**src/rtl/gpio_bank_pkg.sv**
```systemverilog
package gpio_bank_pkg;

    localparam int ADDR_W   = 7;
    localparam int WORD_W   = ADDR_W - 2;
    localparam int PIDX_W   = 2;

    typedef enum logic [3:0] {
        RS_NONE,
        RS_DATA,
        RS_DIR,
        RS_PIN,
        RS_IEN,
        RS_IMASK,
        RS_IEDGE,
        RS_IPOL,
        RS_ISTAT,
        RS_IDEB,
        RS_IEOI
    } reg_sel_e;

    typedef struct packed {
        reg_sel_e            sel;
        logic [PIDX_W-1:0]   port;
    } reg_hit_t;

endpackage

```
**src/rtl/gpio_addr_dec.sv**
```systemverilog
module gpio_addr_dec
    import gpio_bank_pkg::*;
#(
    parameter int NUM_PORTS  = 4,
    parameter bit ALT_LAYOUT = 1'b0
) (
    input  logic [WORD_W-1:0] word,
    output reg_hit_t          hit
);
    localparam int PORT_STRIDE = 3;
    localparam int PIN_BASE    = 20;
    localparam int W_IEN       = 12;
    localparam int W_IDEB      = 18;
    localparam int W_IMASK     = ALT_LAYOUT ? 17 : 13;
    localparam int W_IEDGE     = ALT_LAYOUT ? 13 : 14;
    localparam int W_IPOL      = ALT_LAYOUT ? 14 : 15;
    localparam int W_ISTAT     = ALT_LAYOUT ? 15 : 16;
    localparam int W_IEOI      = ALT_LAYOUT ? 16 : 19;

    always_comb begin
        hit.sel  = RS_NONE;
        hit.port = '0;
        for (int p = 0; p < NUM_PORTS; p++) begin
            if (word == WORD_W'(PORT_STRIDE * p)) begin
                hit.sel  = RS_DATA;
                hit.port = PIDX_W'(p);
            end
            if (word == WORD_W'(PORT_STRIDE * p + 1)) begin
                hit.sel  = RS_DIR;
                hit.port = PIDX_W'(p);
            end
            if (word == WORD_W'(PIN_BASE + p)) begin
                hit.sel  = RS_PIN;
                hit.port = PIDX_W'(p);
            end
        end
        if (word == WORD_W'(W_IEN))   hit.sel = RS_IEN;
        if (word == WORD_W'(W_IMASK)) hit.sel = RS_IMASK;
        if (word == WORD_W'(W_IEDGE)) hit.sel = RS_IEDGE;
        if (word == WORD_W'(W_IPOL))  hit.sel = RS_IPOL;
        if (word == WORD_W'(W_ISTAT)) hit.sel = RS_ISTAT;
        if (word == WORD_W'(W_IDEB))  hit.sel = RS_IDEB;
        if (word == WORD_W'(W_IEOI))  hit.sel = RS_IEOI;
    end

endmodule

```
**src/rtl/gpio_pin_sync.sv**
```systemverilog
module gpio_pin_sync #(
    parameter int W = 32
) (
    input  logic         clk,
    input  logic         rst_n,
    input  logic [W-1:0] pin_raw,
    output logic [W-1:0] pin_sync
);
    typedef struct packed {
        logic [W-1:0] s1;
        logic [W-1:0] s2;
    } sync_t;

    sync_t st_d, st_q;

    always_comb begin
        st_d    = st_q;
        st_d.s1 = pin_raw;
        st_d.s2 = st_q.s1;
    end

    always_ff @(posedge clk or negedge rst_n) begin
        if (!rst_n) st_q <= '0;
        else        st_q <= st_d;
    end

    assign pin_sync = st_q.s2;

    // cycles since reset, saturating at 2, so the check never looks before reset
    logic [1:0] age_q;
    always_ff @(posedge clk or negedge rst_n) begin
        if (!rst_n)              age_q <= 2'd0;
        else if (age_q != 2'd2)  age_q <= age_q + 2'd1;
    end

    a_r4_two_stage_delay: assert property (@(posedge clk) disable iff (!rst_n)
        (age_q == 2'd2) |-> (pin_sync == $past(pin_raw, 2)));

endmodule

```
**src/rtl/gpio_port_regs.sv**
```systemverilog
module gpio_port_regs #(
    parameter int W = 32
) (
    input  logic         clk,
    input  logic         rst_n,
    input  logic         wr_data,
    input  logic         wr_dir,
    input  logic [W-1:0] wdata,
    output logic [W-1:0] out_val,
    output logic [W-1:0] out_en
);
    typedef struct packed {
        logic [W-1:0] data;
        logic [W-1:0] dir;
    } port_t;

    port_t st_d, st_q;

    always_comb begin
        st_d = st_q;
        if (wr_data) st_d.data = wdata;
        if (wr_dir)  st_d.dir  = wdata;
    end

    always_ff @(posedge clk or negedge rst_n) begin
        if (!rst_n) st_q <= '0;
        else        st_q <= st_d;
    end

    assign out_val = st_q.data;
    assign out_en  = st_q.dir;

    a_r3_data_load: assert property (@(posedge clk) disable iff (!rst_n)
        wr_data |=> (out_val == $past(wdata)));
    a_r11_data_hold: assert property (@(posedge clk) disable iff (!rst_n)
        !wr_data |=> $stable(out_val));
    a_r11_dir_hold: assert property (@(posedge clk) disable iff (!rst_n)
        !wr_dir |=> $stable(out_en));

endmodule

```
**src/rtl/gpio_bank.sv**
```systemverilog
module gpio_bank
    import gpio_bank_pkg::*;
#(
    parameter int NUM_PORTS  = 4,
    parameter int PORT_WIDTH = 32,
    parameter bit ALT_LAYOUT = 1'b0
) (
    input  logic                              pclk,
    input  logic                              presetn,
    input  logic                              psel,
    input  logic                              penable,
    input  logic                              pwrite,
    input  logic [ADDR_W-1:0]                 paddr,
    input  logic [31:0]                       pwdata,
    output logic [31:0]                       prdata,
    output logic                              pready,
    output logic                              pslverr,
    input  logic [NUM_PORTS*PORT_WIDTH-1:0]   pin_in,
    output logic [NUM_PORTS*PORT_WIDTH-1:0]   pin_out,
    output logic [NUM_PORTS*PORT_WIDTH-1:0]   pin_oe,
    output logic [PORT_WIDTH-1:0]             irq_en,
    output logic [PORT_WIDTH-1:0]             irq_mask,
    output logic [PORT_WIDTH-1:0]             irq_edge,
    output logic [PORT_WIDTH-1:0]             irq_pol,
    output logic [PORT_WIDTH-1:0]             irq_deb,
    input  logic [PORT_WIDTH-1:0]             irq_status_in,
    output logic [PORT_WIDTH-1:0]             irq_eoi
);
    localparam int PW = PORT_WIDTH;

    reg_hit_t hit;
    logic     wr_acc;
    logic     rd_acc;
    logic [31:0] rd_word;

    logic [PW-1:0] val_a  [NUM_PORTS];
    logic [PW-1:0] en_a   [NUM_PORTS];
    logic [PW-1:0] sync_a [NUM_PORTS];

    function automatic logic [31:0] zext(input logic [PW-1:0] v);
        logic [31:0] r;
        r        = '0;
        r[PW-1:0] = v;
        return r;
    endfunction

    assign wr_acc  = psel & penable & pwrite;
    assign rd_acc  = psel & ~pwrite;
    assign pready  = 1'b1;
    assign pslverr = 1'b0;

    gpio_addr_dec #(
        .NUM_PORTS  (NUM_PORTS),
        .ALT_LAYOUT (ALT_LAYOUT)
    ) u_dec (
        .word (paddr[ADDR_W-1:2]),
        .hit  (hit)
    );

    for (genvar p = 0; p < NUM_PORTS; p++) begin : g_port
        logic wr_d_s, wr_r_s;
        assign wr_d_s = wr_acc && (hit.sel == RS_DATA) && (hit.port == PIDX_W'(p));
        assign wr_r_s = wr_acc && (hit.sel == RS_DIR)  && (hit.port == PIDX_W'(p));

        gpio_port_regs #(.W(PW)) u_regs (
            .clk     (pclk),
            .rst_n   (presetn),
            .wr_data (wr_d_s),
            .wr_dir  (wr_r_s),
            .wdata   (pwdata[PW-1:0]),
            .out_val (val_a[p]),
            .out_en  (en_a[p])
        );

        gpio_pin_sync #(.W(PW)) u_sync (
            .clk      (pclk),
            .rst_n    (presetn),
            .pin_raw  (pin_in[p*PW +: PW]),
            .pin_sync (sync_a[p])
        );

        assign pin_out[p*PW +: PW] = val_a[p];
        assign pin_oe[p*PW +: PW]  = en_a[p];
    end

    typedef struct packed {
        logic [PW-1:0] ien;
        logic [PW-1:0] imask;
        logic [PW-1:0] iedge;
        logic [PW-1:0] ipol;
        logic [PW-1:0] ideb;
        logic [PW-1:0] eoi;
    } irq_cfg_t;

    irq_cfg_t cfg_d, cfg_q;

    always_comb begin
        cfg_d     = cfg_q;
        cfg_d.eoi = '0;
        if (wr_acc) begin
            case (hit.sel)
                RS_IEN:   cfg_d.ien   = pwdata[PW-1:0];
                RS_IMASK: cfg_d.imask = pwdata[PW-1:0];
                RS_IEDGE: cfg_d.iedge = pwdata[PW-1:0];
                RS_IPOL:  cfg_d.ipol  = pwdata[PW-1:0];
                RS_IDEB:  cfg_d.ideb  = pwdata[PW-1:0];
                RS_IEOI:  cfg_d.eoi   = pwdata[PW-1:0];
                default:  ;
            endcase
        end
    end

    always_ff @(posedge pclk or negedge presetn) begin
        if (!presetn) cfg_q <= '0;
        else          cfg_q <= cfg_d;
    end

    assign irq_en   = cfg_q.ien;
    assign irq_mask = cfg_q.imask;
    assign irq_edge = cfg_q.iedge;
    assign irq_pol  = cfg_q.ipol;
    assign irq_deb  = cfg_q.ideb;
    assign irq_eoi  = cfg_q.eoi;

    always_comb begin
        rd_word = '0;
        case (hit.sel)
            RS_DATA, RS_DIR, RS_PIN: begin
                for (int p = 0; p < NUM_PORTS; p++) begin
                    if (hit.port == PIDX_W'(p)) begin
                        if (hit.sel == RS_DATA)     rd_word = zext(val_a[p]);
                        else if (hit.sel == RS_DIR) rd_word = zext(en_a[p]);
                        else                        rd_word = zext(sync_a[p]);
                    end
                end
            end
            RS_IEN:   rd_word = zext(cfg_q.ien);
            RS_IMASK: rd_word = zext(cfg_q.imask);
            RS_IEDGE: rd_word = zext(cfg_q.iedge);
            RS_IPOL:  rd_word = zext(cfg_q.ipol);
            RS_IDEB:  rd_word = zext(cfg_q.ideb);
            RS_ISTAT: rd_word = zext(irq_status_in);
            default:  rd_word = '0;
        endcase
    end

    assign prdata = rd_acc ? rd_word : '0;

    a_r8_eoi_load: assert property (@(posedge pclk) disable iff (!presetn)
        (wr_acc && hit.sel == RS_IEOI) |=> (irq_eoi == $past(pwdata[PW-1:0])));
    a_r8_eoi_single: assert property (@(posedge pclk) disable iff (!presetn)
        (|irq_eoi) |-> $past(wr_acc && hit.sel == RS_IEOI));
    a_r9_unmapped_zero: assert property (@(posedge pclk) disable iff (!presetn)
        (rd_acc && hit.sel == RS_NONE) |-> (prdata == '0));
    a_r5_enable_hold: assert property (@(posedge pclk) disable iff (!presetn)
        !(wr_acc && hit.sel == RS_IEN) |=> $stable(irq_en));
    a_r7_status_passthru: assert property (@(posedge pclk) disable iff (!presetn)
        (rd_acc && hit.sel == RS_ISTAT) |-> (prdata[PW-1:0] == irq_status_in));

endmodule

```
**config.mk**
```make
export PLATFORM = sky130hd
export DESIGN_NAME = gpio_bank
export DESIGN_NICKNAME = d
export VERILOG_FILES = /design/src/rtl/gpio_bank_pkg.sv /design/src/rtl/gpio_addr_dec.sv /design/src/rtl/gpio_pin_sync.sv /design/src/rtl/gpio_port_regs.sv /design/src/rtl/gpio_bank.sv
export SDC_FILE = /design/constraint.sdc
export NUM_CORES = 1
export LEC_CHECK = 0
export ABC_CLOCK_PERIOD_IN_PS = 5150
export BUFFER_PORTS_ARGS = -buffer_cell sky130_fd_sc_hd__buf_2
export CORE_MARGIN = 2
export CORE_UTILIZATION = 30
export DETAILED_ROUTE_END_ITERATION = 7
export PLACE_DENSITY = 0.48
export SLEW_MARGIN = 20
export SYNTH_ARGS = -nofsm -noshare
export SYNTH_HDL_FRONTEND = slang
export SYNTH_SLANG_ARGS = --single-unit
```
**constraint.sdc**
```tcl
create_clock -name pclk -period 5.15 [get_ports pclk]
set_input_delay 1.2875 -clock pclk [delete_from_list [all_inputs] [get_ports pclk]]
set_output_delay 1.2875 -clock pclk [all_outputs]
set_load 0.005 [all_outputs]
```
* Word level (Yosys, flattened, before mapping)
Cells that the tools add are included.
W data, S select, Z words.
** Word-level totals
- Flip-flop bits (word level) :: 704
- Output and inout port bits :: 482
- Bits of input ports :: 204
- Word-level logic and storage cells :: 110
** Operators by class
- Eq/ne operators :: 31
- Bitwise operators :: 4
- Reductions and logical operators :: 18
- Muxes and demuxes :: 35
** Operators with widths (count)
- $mux W32 :: 15
- $pmux W32 S7 :: 1
- $mux W4 :: 14
- $eq A5 B5 Y1 const B :: 7
- $eq A5 B4 Y1 const B :: 6
- $eq A4 B3 Y1 const B :: 4
- $eq A5 B3 Y1 const B :: 3
- $mux W3 :: 5
- $eq A4 B4 Y1 const B :: 3
- $logic_and A1 B1 Y1 :: 10
- $reduce_and A2 Y1 :: 5
- $eq A4 B2 Y1 const B :: 2
- $eq A5 B1 Y1 const B :: 1
- $eq A5 B2 Y1 const B :: 1
- $logic_not A5 Y1 :: 1
- $eq A2 B2 Y1 const B :: 2
- $eq A4 B1 Y1 const B :: 1
- $and A1 B1 Y1 :: 3
- $reduce_or A3 Y1 :: 1
- $eq A2 B1 Y1 const B :: 1
- $logic_not A2 Y1 :: 1
- $not A1 Y1 :: 1

* Logic depth before layout (Yosys ltp)
Gate-level depths: netlist of run 1.
- Depth after elaboration :: 29
- Depth in mapped cells :: 10
- Depth with buffers taken out :: 6

* By module
A second synthesis of run 1 with hierarchy kept.
** Second synthesis, totals
- Cells, all modules :: 1931
- Area total of the unflattened synthesis :: 29171.7 µm²
** Modules (own cells, without submodules)
- gpio_bank :: instances 1, cells an instance 1097, seq. area each 4804.6 µm², area each 11756.3 µm²
- gpio_port_regs :: instances 4, cells an instance 136, seq. area each 1601.5 µm², area each 2690.1 µm²
- gpio_pin_sync :: instances 4, cells an instance 64, seq. area each 1601.5 µm², area each 1601.5 µm²
- gpio_addr_dec :: instances 1, cells an instance 34, seq. area each 0.0 µm², area each 249.0 µm²

* Least setup slack after synthesis of run 1
No wires, ideal clock.
- Kind :: input to output
- From :: in paddr[2]
- To :: out prdata[20]
- Arrival time :: 3.097 ns
- Slack :: 0.766 ns
- Data required time :: 3.863 ns
- Path buffers :: 4
- Stages :: 9
- Cells stage by stage :: buf_2 buf_2 xor2_1 a22oi_1 buf_2 nor2_2 clkbuf_1 a32oi_1 a31o_2
** On the way
- Longest elaborated chain between the ends :: 29
- Elaborated cells on any way between the ends :: 66
- Those cells by class :: eq/ne (30); mux (33); reduce/logical (3)
** Ends and longest elaborated chain
- from (decl) :: RTL line gpio_bank.sv:13 : input logic [ADDR_W-1:0] paddr,
- $logic_not A5 Y1 :: RTL line gpio_addr_dec.sv:24 : if (word == WORD_W'(PORT_STRIDE * p)) begin
- $mux W3 :: RTL line gpio_addr_dec.sv:24
- $mux W4 :: RTL line gpio_addr_dec.sv:28 : if (word == WORD_W'(PORT_STRIDE * p + 1)) begin
- $mux W4 :: RTL line gpio_addr_dec.sv:32 : if (word == WORD_W'(PIN_BASE + p)) begin
- $mux W4 :: RTL line gpio_addr_dec.sv:24
- $mux W4 :: RTL line gpio_addr_dec.sv:28
- $mux W4 :: RTL line gpio_addr_dec.sv:32
- $mux W4 :: RTL line gpio_addr_dec.sv:24
- [... 10 more ...]
- $mux W4 :: RTL line gpio_addr_dec.sv:42 : if (word == WORD_W'(W_IDEB)) hit.sel = RS_IDEB;
- $mux W4 :: RTL line gpio_addr_dec.sv:43 : if (word == WORD_W'(W_IEOI)) hit.sel = RS_IEOI;
- $eq A4 B2 Y1 :: RTL line gpio_bank.sv:127, gpio_bank.sv:132
- $mux W32 :: RTL line gpio_bank.sv:132 : else if (hit.sel == RS_DIR) rd_word = zext(en_a[p]);
- $mux W32 :: RTL line gpio_bank.sv:131 : if (hit.sel == RS_DATA) rd_word = zext(val_a[p]);
- $mux W32 (4 in a row) :: RTL line gpio_bank.sv:130 : if (hit.port == PIDX_W'(p)) begin
- $pmux W32 S7 (*) :: RTL line gpio_bank.sv:127 : case (hit.sel)
- $mux W32 (*) :: RTL line gpio_bank.sv:147 : assign prdata = rd_acc ? rd_word : '0;
- to (decl) :: RTL line gpio_bank.sv:15 : output logic [31:0] prdata,
Mark *: on every way between the ends. The rest lies on a longest branch, timed or not.

* Final worst setup path of run 1
- From :: in paddr[2]
- To :: out prdata[5]
The elaborated chain is that of the path after synthesis.

==> key figures, run 1 <==
Die
  – Core outline area: approximately 92000 um2
  – Top Ports: roughly 690
  – Die width: 308 um
  – Die area: 94700 um2
  – Starting Density: 30.2%
  – Die height: a little over 300 um
  – Row cnt: 111

Power and ir drop
  – Max IR drop VDD: 0.000264 V
  – Psw: between 0.003 and 0.004 W
  – Comb power frac: 10.8%
  – Sequential group share of total power: 44.6%
  – Sw frac: around 25%
  – Pwr/cell area: ~380 nW/um2
  – Power share of the clock group: 44.6%
  – Lkg Pwr: 18.8 nW
  – Int Pwr: 0.0104 W

Timing
  – Worst slew margin: roughly a quarter
  – Setup violators final: 0
  – Final Hold Vio Count: 0
  – Final worst path period share: 99.4%
  – Pins over their slew limit: 0
  – Total Neg Setup Slack: 0 ns
  – Final setup skew: roughly 0.0089 ns
  – RSZ-0062 raised after global routing: false
  – Fin crit period: 5.12 ns
  – Worst-Margin Slew: 1.10 ns
  – FMAX: 195 MHz
  – Fin Hold WS: 0.344 ns

Layout
  – Area Overhead vs Synth: 31.4%
  – Leading cell type in the layout, fill and taps excluded: dfrtp_1
  – Nets: 2930
  – Fraction of layout cells with a size suffix above 1: 50.4%
  – Most frequent cells in the layout: dfrtp_1, buf_2, mux2_2, nand2_1

Synth
  – Ys flop type: dfrtp_1
  – Simple-gate share of the synthesized area: under 10%
  – Post-synthesis xor/xnor area fraction: 0.0633%
  – Mapped Area: 27700 um2
  – Largest family of logic cells by synthesized area: multiplexers
  – Mux contribution to synthesized area: 19.7%
  – Number of flops mapped to enable cells by yosys: 0
  – Top post-synthesis cells by area: dfrtp_1, mux2_2, a22oi_1
  – Syn Nets: 2191
  – Syn Inst Count: around 2000
  – Compound-Gate Fraction of Synth Area: 8.85%
  – Synth async-reset ratio: 100%
  – Post-synthesis sequential area ratio: 63.7%
  – Count of cell types in the netlist: 67
  – Top-area cell type share of the netlist area: 63.7%
  – Ys Warns: 0
  – Avg Inst Size Synth: between 10 and 15 um2
  – Adder-cell share of the synthesized area: 0%
  – Register bit total from synthesis: 704
  – Leading area contributor after synthesis: dfrtp_1

Clock network
  – Worst-case clock buffer depth: 3
  – Reg clk slew, reported paths: 0.06 ns
  – CTS sink count: between 700 and 800
  – Hold buffer count at cts: 0
  – Clock latency on the worst-skew pair: roughly 0.64 ns
  – TritonCTS clock tree: yes
  – Num CTS Buffers: 80
  – CTS H-tree depth: 3
  – Clk root buf: clkbuf_16

Drt
  – Iter 0 DRT Violations: 1861
  – Vias per cell: 5.19
  – Detail Route Antenna Nets: 0
  – DR vias: 20700
  – DRT Wirelength: 118 mm
  – Drt drc: 0
  – WL/cell: 29.5 um
  – DRT Pass-1 Iters: 5

Global route
  – First-pass GRT wire length: 164 mm
  – Gr usage total: 24.3%
  – GRT overflow: 0
  – Vias in the first global route: 21200
  – Initial antenna violation count: 25
  – Largest net degree at the start of global routing: 114

Worst setup path
  – Critical Path RT: 3.86 ns
  – Critical R2R Capture: g_port[1].u_regs.out_val[26]$_DFFE_PN0P_
  – Worst Path Arrival: 3.83 ns
  – Reg2Reg Depth: 1
  – Worst-path fanout max: 18
  – Worst Setup End Kind: output port
  – Critical Path Start Type: input pin
  – Crit Path Class: in -> out
  – Reg-to-reg slack, setup: 4.20 ns
  – Worst R2R Start: g_port[1].u_regs.out_val[26]$_DFFE_PN0P_

Placement
  – PortBufs: a little under 700
  – RePlAce Congestion: 0.912
  – Post-DP HPWL: 86.0 mm

Min path
  – Worst min-delay path endpoint: g_port[1].u_sync.pin_sync[2]$_DFF_PN0_
  – Hold path cells: 0
  – Hold_sp: g_port[1].u_sync.st_d[2]$_DFF_PN0_
  – Worst Hold Class: reg -> reg

Job
  – Maxcap violations: 0

Status
  – Status: complete, no violations
-- synth_stat cells, types with 3 or more instances --
master	number
buf_1	12
nor3_1	18
mux2_1	7
a41o_1	20
nor2b_1	7
o21ai_0	13
a22oi_1	107
a21oi_1	34
inv_1	5
o221ai_1	8
nand4_1	4
mux2i_1	68
clkbuf_1	86
mux2_2	417
buf_2	54
o22ai_1	52
a221oi_1	30
nand3_1	44
a31oi_1	25
nor2_2	5
a211o_1	3
or3_1	4
o32ai_1	11
nand2_1	114
and2_1	33
o211ai_1	3
a21o_1	9
nor4bb_1	3
dfrtp_1	704
buf_4	7
nor2_1	28
nand2b_1	5
-- cell families (layout without fill, tap and decap cells) --
family,count (synthesis),in the layout
other,2,21
AO/OA/AOI/OAI,336,336
AND/OR/NAND/NOR,286,286
XOR/XNOR,2,2
buffers and inverters,165,965
flip-flops,704,704
multiplexers,492,492
-- power by group through the flow --
| stage | Clock, W | Combinational, W | Sequential [W] |
|---|---|---|---|
| 2_1_floorplan | 0 | 0.000533 | 0.00622 |
| 6_report | 0.00618 | 0.00149 | 0.00617 |
| 3_3_place_gp | 0 | 0.00149 | 0.00625 |
| 4_1_cts | 0.00632 | 0.00151 | 0.00617 |
| 3_5_place_dp | 0 | 0.00150 | 0.00626 |
| 5_1_grt | 0.00655 | 0.00160 | 0.00621 |
-- per-stage QoR --
| stage | setup slack [ns] | cell area [um2] | utilization (%) | power (W) | std cells |
|---|---|---|---|---|---|
| 2_1_floorplan | 0.766 | 27700 | - | 0.00676 | 1987 |
| 3_3_place_gp | 0.0148 | 33400 | 36.5 | 0.00773 | 3829 |
| 3_5_place_dp | 0.00180 | 33400 | 36.5 | 0.00777 | 3829 |
| 4_1_cts | 0.0308 | 36300 | 39.6 | 0.0140 | 3972 |
| 5_1_grt | 0.00393 | 36300 | 39.7 | 0.0144 | 3983 |
| 6_report | 0.0325 | 36400 | 39.7 | 0.0138 | 3992 |
-- cell type report --
type / count / area [um2]
multi-input combinational: 1118 / 9550
clock inverter: 30 / 512
clock buffer: 113 / 2340
inverter: 6 / 22.5
tap: 1186 / 1480
timing repair buffer: 816 / 4790
fill: 8748 / 55200
sequential: 704 / 17600
antenna: 19 / 47.5
-- per-layer routing --
layer | track usage, % | wire length [um]
met1 | 33.3 | 51000
met2 | 37.6 | 54100
met3 | 5.50 | 8200
met4 | 9.23 | 4630
met5 | 0 | 34
-- registers in the layout (all words and copies together), names as in the netlist --
signal and cells:
g_port.u_regs.out_en 128, g_port.u_regs.out_val 128, g_port.u_sync.pin_sync 128, g_port.u_sync.st_d 128, irq_deb 32, irq_edge 32, irq_en 32, irq_eoi 32
irq_mask 32, irq_pol 32
-- how the worst max path moves through the flow --
stage,cells past startpoint,start,to,slack [ns]
after CTS,10,paddr[2],prdata[16],0.03
after global routing,10,paddr[2],prdata[1],0.004
final,10,paddr[2],prdata[5],0.03
after detailed placement,11,paddr[2],prdata[15],0.002
after global placement,11,paddr[2],prdata[15],0.01
after floorplan,9,paddr[2],prdata[20],0.77
-- worst max-delay path: stages --
cell	delay, ns
buf_2	0.18
buf_4	0.20
and4b_1	0.23
o31ai_4	0.43
buf_12	0.17
buf_12	0.16
mux2i_1	0.46
a221oi_1	0.23
a41o_1	0.33
buf_2	0.13
-- what timing repair did --
action                     in CTS  in global routing
setup endpoints to repair       1                  2
gates resized for setup         1                  2
buffers inserted                0                  0
gates cloned                    0                  0
pin swaps                       0                  0
Note: power is estimated with default switching activity, not from simulation.
==> inputs of run 2 (changes only) <==
--- a/config.mk
+++ b/config.mk
@@ -5,12 +5,12 @@
 export SDC_FILE = /design/constraint.sdc
 export NUM_CORES = 1
 export LEC_CHECK = 0
-export ABC_CLOCK_PERIOD_IN_PS = 5150
+export ABC_CLOCK_PERIOD_IN_PS = 4700
 export BUFFER_PORTS_ARGS = -buffer_cell sky130_fd_sc_hd__buf_2
 export CORE_MARGIN = 2
 export CORE_UTILIZATION = 30
 export DETAILED_ROUTE_END_ITERATION = 7
-export PLACE_DENSITY = 0.48
+export PLACE_DENSITY = 0.5
 export SLEW_MARGIN = 20
 export SYNTH_ARGS = -nofsm -noshare
 export SYNTH_HDL_FRONTEND = slang
==> constraint.sdc (replaced) <==
create_clock -name pclk -period 4.7 [get_ports pclk]
set_input_delay 1.175 -clock pclk [delete_from_list [all_inputs] [get_ports pclk]]
set_output_delay 1.175 -clock pclk [all_outputs]
set_load 0.005 [all_outputs]
==> run 2 against run 1 <==
Net effect:
- worst hold slack improved by 0.00082 ns
- via count rose by 2.4%
- clock power rose by 3%
- non-clock buffer count rose by 71
- final cell count rose by 1.7%
- critical endpoint is now prdata[16]
==> key figures, run 2 (synthesized netlist as in run 1, its figures left out) <==
Drt
  – DRT Wirelength: 119 mm (+0.71%)
  – WL/cell: 29.3 um (-0.95%)
  – Detail Route Antenna Nets: 0 (unchanged)
  – DRT Pass-1 Iters: 5 (unchanged)
  – Drt drc: 0 (unchanged)
  – DR vias: 21200 (+2.4%)
  – Vias per cell: 5.22 (+0.68%)
  – Iter 0 DRT Violations: 1991 (+7.0%)

Layout
  – Nets: 3001 (+2.4%)
  – Layout Cells excl Fill: 4059 (+1.7%)
  – Multi-input logic area: 9870 um2 (+3.4%)
  – FILL cells: 8653 (-1.1%)
  – Area Overhead vs Synth: 35.3%
  – Sequential cell area: 17600 um2 (unchanged)
  – Most frequent cells in the layout: dfrtp_1, buf_2, mux2_2, buf_4, nand2_1
  – Fraction of layout cells with a size suffix above 1: 53.0% (+2.6 points)
  – Leading cell type in the layout, fill and taps excluded: dfrtp_1
  – Final Cell Area: 37400 um2 (+3.0%)

Die
  – Starting Density: 30.2% (unchanged)
  – Die width: 308 um (unchanged)
  – Row cnt: 111 (unchanged)
  – Die area: 94700 um2 (unchanged)
  – Core outline area: 91500 um2 (unchanged)
  – Die height: 308 um (unchanged)
  – Top Ports: 686 (unchanged)

Clock network
  – Worst-case clock buffer depth: 3 (unchanged)
  – TritonCTS clock tree: yes
  – CTS sink count: 704 (unchanged)
  – Clk root buf: clkbuf_16
  – Num CTS Buffers: 79 (-1.3%)
  – Clock latency on the worst-skew pair: 0.62 ns (-0.02 ns)
  – CTS H-tree depth: 3 (unchanged)
  – Reg clk slew, reported paths: 0.06 ns (about the same)

Worst setup path
  – Critical Path RT: 3.52 ns (-0.34 ns)
  – Critical Path Start Type: input pin
  – Crit Path Class: in -> out
  – Worst Setup End Kind: output port
  – CP peak stage delay: 0.37 ns (-0.09 ns)
  – CP max-delay cell: mux2_2
  – Worst-path fanout max: 14 (-4)
  – Critical path, cell by cell: buf_4 > buf_12 > nor4bb_4 > buf_4 > a211o_4 > nand2_8 > buf_12 > mux2_2 > o221ai_1 > o32ai_2 > buf_2
  – Worst Path Arrival: 3.50 ns (-0.33 ns)
  – CP bufs+invs: 5 (unchanged)
  – Crit path max-delay family: compound AO/OA/AOI/OAI gates

Timing
  – Setup violators final: 0 (unchanged)
  – Worst-Margin Slew: 1.09 ns (-0.0148 ns)
  – Worst slew margin: 27.2% (+0.99 points)
  – Final worst path period share: 99.4%
  – RSZ-0062 raised after global routing: true
  – Pins over their slew limit: 0 (unchanged)
  – Setup slack after layout: 0.0274 ns (-0.00510 ns)
  – FMAX: approximately 210 MHz
  – Fin crit period: 4.67 ns
  – Final setup skew: 0.0116 ns (+0.00271 ns)
  – Final Hold Vio Count: 0 (unchanged)

Placement
  – PortBufs: 681 (unchanged)
  – Post-DP HPWL: 85.9 mm (about the same)
  – Setup slack at placement: -0.178 ns (-0.180 ns)
  – Placed Area: 33900 um2 (+1.6%)
  – RePlAce Congestion: 0.921 (+0.99%)
  – Placed insts: 3872 (+1.1%)

Power and ir drop
  – Pwr/cell area: 398 nW/um2 (+4.6%)
  – Lkg Pwr: 19.2 nW (+2.4%)
  – Max IR drop VDD: 0.000266 V (+0.83%)

Global route
  – Initial antenna violation count: 22 (-12%)
  – Vias in the first global route: 21500 (+1.4%)
  – Gr usage total: 24.4% (+0.030 points)
  – First-pass GRT wire length: 164 mm (+0.40%)
  – Largest net degree at the start of global routing: 102 (-11%)
  – GRT overflow: 0 (unchanged)

Status
  – Status: complete, no violations

Min path
  – Worst Hold Class: reg -> reg

Job
  – Maxcap violations: 0 (unchanged)
run 2: changes by cell type in the layout (fill, tap and decap cells not counted), sizes merged:
cell      change
inv           +2
diode         -7
nand2         +1
bufinv        -7
clkbuf        +8
buf          +64
clkinv        +3
clkinvlp      +2
bufbuf        +1
run 2: path summary, 6_finish.rpt:
| kind | depth (start not counted) | end | slack [ns] | startpoint |
|---|---|---|---|---|
| max | 11 | prdata[16] | 0.03 | paddr[3] |
| min | 0 | g_port[2].u_sync.pin_sync[30]$_DFF_PN0_ | 0.35 | g_port[2].u_sync.st_d[30]$_DFF_PN0_ |
| max reg2reg | 1 | g_port[1].u_regs.out_val[0]$_DFFE_PN0P_ | 3.79 | g_port[1].u_regs.out_val[0]$_DFFE_PN0P_ |
| min reg2reg | 0 | g_port[2].u_sync.pin_sync[30]$_DFF_PN0_ | 0.35 | g_port[2].u_sync.st_d[30]$_DFF_PN0_ |
| max in group asynchronous | 2 | irq_edge[11]$_DFFE_PN0P_ | 2.99 | presetn |
| min in group asynchronous | 1 | g_port[3].u_sync.st_d[6]$_DFF_PN0_ | 0.64 | presetn |
run 2: layer usage:
metal / routed length, um / GRT usage [%] / part of all wire [%]
met1: 51300 / 33.3 / 43
met2: 54100 / 37.6 / 46
met3: 8660 / 5.42 / 7.3
met4: 4710 / 9.43 / 4.0
met5: 31 / 0 / 0.026
run 2: report_power, final:
part	switching, W	internal [W]
clock network	0.00262	0.00375
registers	0.000297	0.00647
logic	0.000990	0.000780
total	0.00390	0.0110
run 2: per-stage QoR:
| step | hold slack (ns) | setup TNS [ns] | power [W] | utilization, % |
|---|---|---|---|---|
| after floorplan | 0.331 | 0 | 0.00740 | - |
| after global placement | 0.334 | -1.85 | 0.00852 | 37.1 |
| after detailed placement | 0.335 | -1.71 | 0.00857 | 37.1 |
| after CTS | 0.335 | -0.0545 | 0.0150 | 40.3 |
| after global routing | 0.352 | -0.140 | 0.0155 | 40.9 |
| final | 0.345 | 0 | 0.0149 | 40.9 |
run 2: layout make-up:
type | instances | area share, %
diodes | 12 | 0.0802
clock buffers | 115 | 6.15
clock inverters | 30 | 0.942
inverters | 6 | 0.0702
multi-input cells | 1119 | 26.4
flip-flops and latches | 704 | 47.0
well taps | 1186 | 3.96
repair buffers | 887 | 15.4
run 2: timing repair:
item,4_1_cts,5_1_grt
pin swaps,6,10
hold endpoints to repair,0,0
setup buffers,11,12
gates cloned,2,5
hold buffers,0,0
resized for setup,25,57
endpoints found under the setup margin,26,31
==> inputs of run 3 (changes only) <==
--- a/config.mk
+++ b/config.mk
@@ -7,10 +7,9 @@
 export LEC_CHECK = 0
 export ABC_CLOCK_PERIOD_IN_PS = 4700
 export BUFFER_PORTS_ARGS = -buffer_cell sky130_fd_sc_hd__buf_2
-export CORE_MARGIN = 2
-export CORE_UTILIZATION = 30
+export CORE_UTILIZATION = 40
 export DETAILED_ROUTE_END_ITERATION = 7
-export PLACE_DENSITY = 0.5
+export PLACE_DENSITY = 0.63
 export SLEW_MARGIN = 20
 export SYNTH_ARGS = -nofsm -noshare
 export SYNTH_HDL_FRONTEND = slang
==> run 3 against run 2 <==
Net effect:
- critical path depth is 1 higher
- clock skew increased by 0.0096 ns
- first-iteration DRC count down 13%
- setup slack improved by 0.012 ns
- global-route usage rose by 5.8 points
- clock power shrank 2%
- via count is 0.76% lower
- worst hold slack lost 0.0037 ns
- combinational power down 7%
- die area down 26%
- largest power group unchanged
==> key figures, run 3 (synthesized netlist as in run 1, its figures left out) <==
Worst setup path
  – Critical path depth: 12 (+1)
  – CP Launch Point: paddr[3]
  – CP endpoint: prdata[6]
  – Critical Path RT: 3.52 ns (about the same)
  – CP bufs+invs: 6 (+1)
  – Critical path, cell by cell: buf_6 > buf_6 > xor2_4 > a22oi_2 > buf_12 > clkbuf_16 > o22ai_1 > mux2i_1 > a21oi_1 > buf_4 > o32ai_1 > buf_2
  – Reg-to-reg slack, setup: 3.85 ns (+0.06 ns)
  – Crit Path Class: in -> out
  – Worst-path fanout max: 10 (-4)
  – Critical Path Start Type: input pin
  – Worst Setup End Kind: output port
  – Worst R2R Start: g_port[0].u_regs.out_en[10]$_DFFE_PN0P_
  – CP peak stage delay: 0.47 ns (+0.10 ns)
  – Reg2Reg Depth: 1 (unchanged)
  – Most used cell, CP: buf_6
  – Worst Path Arrival: 3.49 ns (about the same)
  – Crit path max-delay family: compound AO/OA/AOI/OAI gates
  – CP max-delay cell: a22oi_2
  – Critical R2R Capture: g_port[0].u_regs.out_en[10]$_DFFE_PN0P_

Drt
  – Detail Route Antenna Nets: 0 (unchanged)
  – Vias per cell: 5.67 (+8.6%)
  – DRT Pass-1 Iters: 8 (+3)
  – DRT Wirelength: 108 mm (-9.2%)
  – DR vias: 21000 (-0.76%)
  – WL/cell: 29.1 um (-0.66%)
  – Iter 0 DRT Violations: 1741 (-13%)
  – Drt drc: 0 (unchanged)

Status
  – Status: complete, no violations

Power and ir drop
  – Max IR drop VDD: 0.000291 V (+9.3%)
  – Pwr/cell area: 405 nW/um2 (+1.8%)
  – Lkg Pwr: 18.9 nW (-1.6%)
  – Power Total: 0.0147 W (-1.5%)

Die
  – Die height: 265 um (-14%)
  – Die area: 70200 um2 (-26%)
  – Top Ports: 686 (unchanged)
  – Starting Density: 40.4% (+10 points)
  – Row cnt: 96 (-14%)
  – Die width: 265 um (-14%)
  – Core outline area: 68500 um2 (-25%)

Clock network
  – Hold buffer count at cts: 0 (unchanged)
  – CTS H-tree depth: 3 (unchanged)
  – Num CTS Buffers: 77 (-2.5%)
  – Worst-case clock buffer depth: 3 (unchanged)
  – Clock latency on the worst-skew pair: 0.62 ns (about the same)
  – TritonCTS clock tree: yes
  – CTS sink count: 704 (unchanged)
  – Clk root buf: clkbuf_16
  – Reg clk slew, reported paths: 0.06 ns (about the same)

Layout
  – Fraction of layout cells with a size suffix above 1: 51.4% (-1.6 points)
  – Fin util: 52.9% (+12 points)
  – Area Overhead vs Synth: 31.0%
  – Leading cell type in the layout, fill and taps excluded: dfrtp_1
  – Nets: 2965 (-1.2%)
  – FILL cells: 5915 (-32%)
  – Most frequent cells in the layout: dfrtp_1, buf_2, mux2_2, buf_4, nand2_1

Placement
  – RePlAce Congestion: 0.976 (+6.0%)
  – PortBufs: 681 (unchanged)
  – Post-DP HPWL: 78.2 mm (-9.0%)
  – Setup slack at placement: -0.0523 ns (+0.125 ns)

Timing
  – Final Hold Vio Count: 0 (unchanged)
  – Final setup skew: 0.0211 ns (+0.00955 ns)
  – Setup violators final: 0 (unchanged)
  – Fin crit period: 4.66 ns (-0.0117 ns)
  – Worst-Margin Slew: 1.06 ns (-0.0279 ns)
  – RSZ-0062 raised after global routing: true
  – FMAX: 215 MHz (+0.25%)
  – Setup slack after layout: 0.0391 ns (+0.0117 ns)
  – Worst slew margin: 29.1% (+1.9 points)
  – Pins over their slew limit: 0 (unchanged)
  – Final worst path period share: 99.2% (-0.25 points)

Global route
  – Met1 Resource Use GR: 41.2% (+7.9 points)
  – Vias in the first global route: 21100 (-1.5%)
  – Met2 GRT Util: 45.3% (+7.7 points)
  – Largest net degree at the start of global routing: 109 (+6.9%)
  – First-pass GRT wire length: 153 mm (-6.8%)
  – Most Used Layer, Global Route: met2
  – Gr usage total: 30.1% (+5.8 points)
  – Met3 GRT Util: 7.94% (+2.5 points)
  – Initial antenna violation count: 16 (-27%)
  – GRT overflow: 0 (unchanged)

Job
  – Maxcap violations: 0 (unchanged)

Min path
  – Worst Hold Class: reg -> reg
==> run 3: changes by cell type in the layout (fill, tap and decap cells not counted), sizes merged, moves of 2 or more <==
cell / change
buf: -30
bufinv: +2
clkbuf: -10
clkinvlp: -3
diode: -4
==> run 3: layer usage <==
| layer | wire length, um | up-vias |
|---|---|---|
| li1 | - | 8824 |
| met5 | 81 | - |
| met1 | 46000 | 10900 |
| met2 | 48500 | 1014 |
| met4 | 4500 | 16 |
| met3 | 8770 | 239 |
==> run 3: what timing repair did <==
item | CTS | global route
resized for setup | 3 | 34
endpoints found under the setup margin | 6 | 27
endpoints found under the hold margin | 0 | 0
gates cloned | 0 | 3
setup buffers | 5 | 5
pin swaps | 1 | 1
==> run 3: power breakdown <==
group	internal, W	switching (W)	leakage [nW]
logic	0.000722	0.000932	8.55
registers	0.00647	0.000292	9.11
clock network	0.00374	0.00253	1.28
total	0.0109	0.00375	18.9
==> run 3: metrics by stage <==
step	cell area (um2)	TNS (ns)	hold slack (ns)	std cells
4_1_cts	35900	0	0.335	3693
3_5_place_dp	33200	-0.151	0.335	3551
5_1_grt	36200	-0.0982	0.346	3706
3_3_place_gp	33200	-0.0766	0.333	3551
6_report	36200	0	0.342	3709
2_1_floorplan	27700	0	0.331	1987
==> run 3: cell type report <==
cell class              instances  area [um2]  share of cell area [%]
flip-flops and latches        704       17600                    48.6
multi-input cells            1118        9630                    26.6
repair buffers                854        5230                    14.4
clock buffers                 107        2200                    6.08
well taps                     882        1100                    3.05
clock inverters                30         410                    1.13
inverters                       6        22.5                  0.0622
diodes                          8        20.0                  0.0552
==> run 3: worst min path at each step <==
stage,start,to,slack (ns),cells past startpoint
finish,g_port[1].u_sync.st_d[4]$_DFF_PN0_,g_port[1].u_sync.pin_sync[4]$_DFF_PN0_,0.34,0
global route,g_port[2].u_sync.st_d[29]$_DFF_PN0_,g_port[2].u_sync.pin_sync[29]$_DFF_PN0_,0.35,0
CTS,g_port[3].u_sync.st_d[17]$_DFF_PN0_,g_port[3].u_sync.pin_sync[17]$_DFF_PN0_,0.33,0
detailed placement,g_port[0].u_sync.st_d[5]$_DFF_PN0_,g_port[0].u_sync.pin_sync[5]$_DFF_PN0_,0.33,0
global placement,g_port[3].u_sync.st_d[27]$_DFF_PN0_,g_port[3].u_sync.pin_sync[27]$_DFF_PN0_,0.33,0
floorplan,g_port[0].u_sync.st_d[0]$_DFF_PN0_,g_port[0].u_sync.pin_sync[0]$_DFF_PN0_,0.33,0
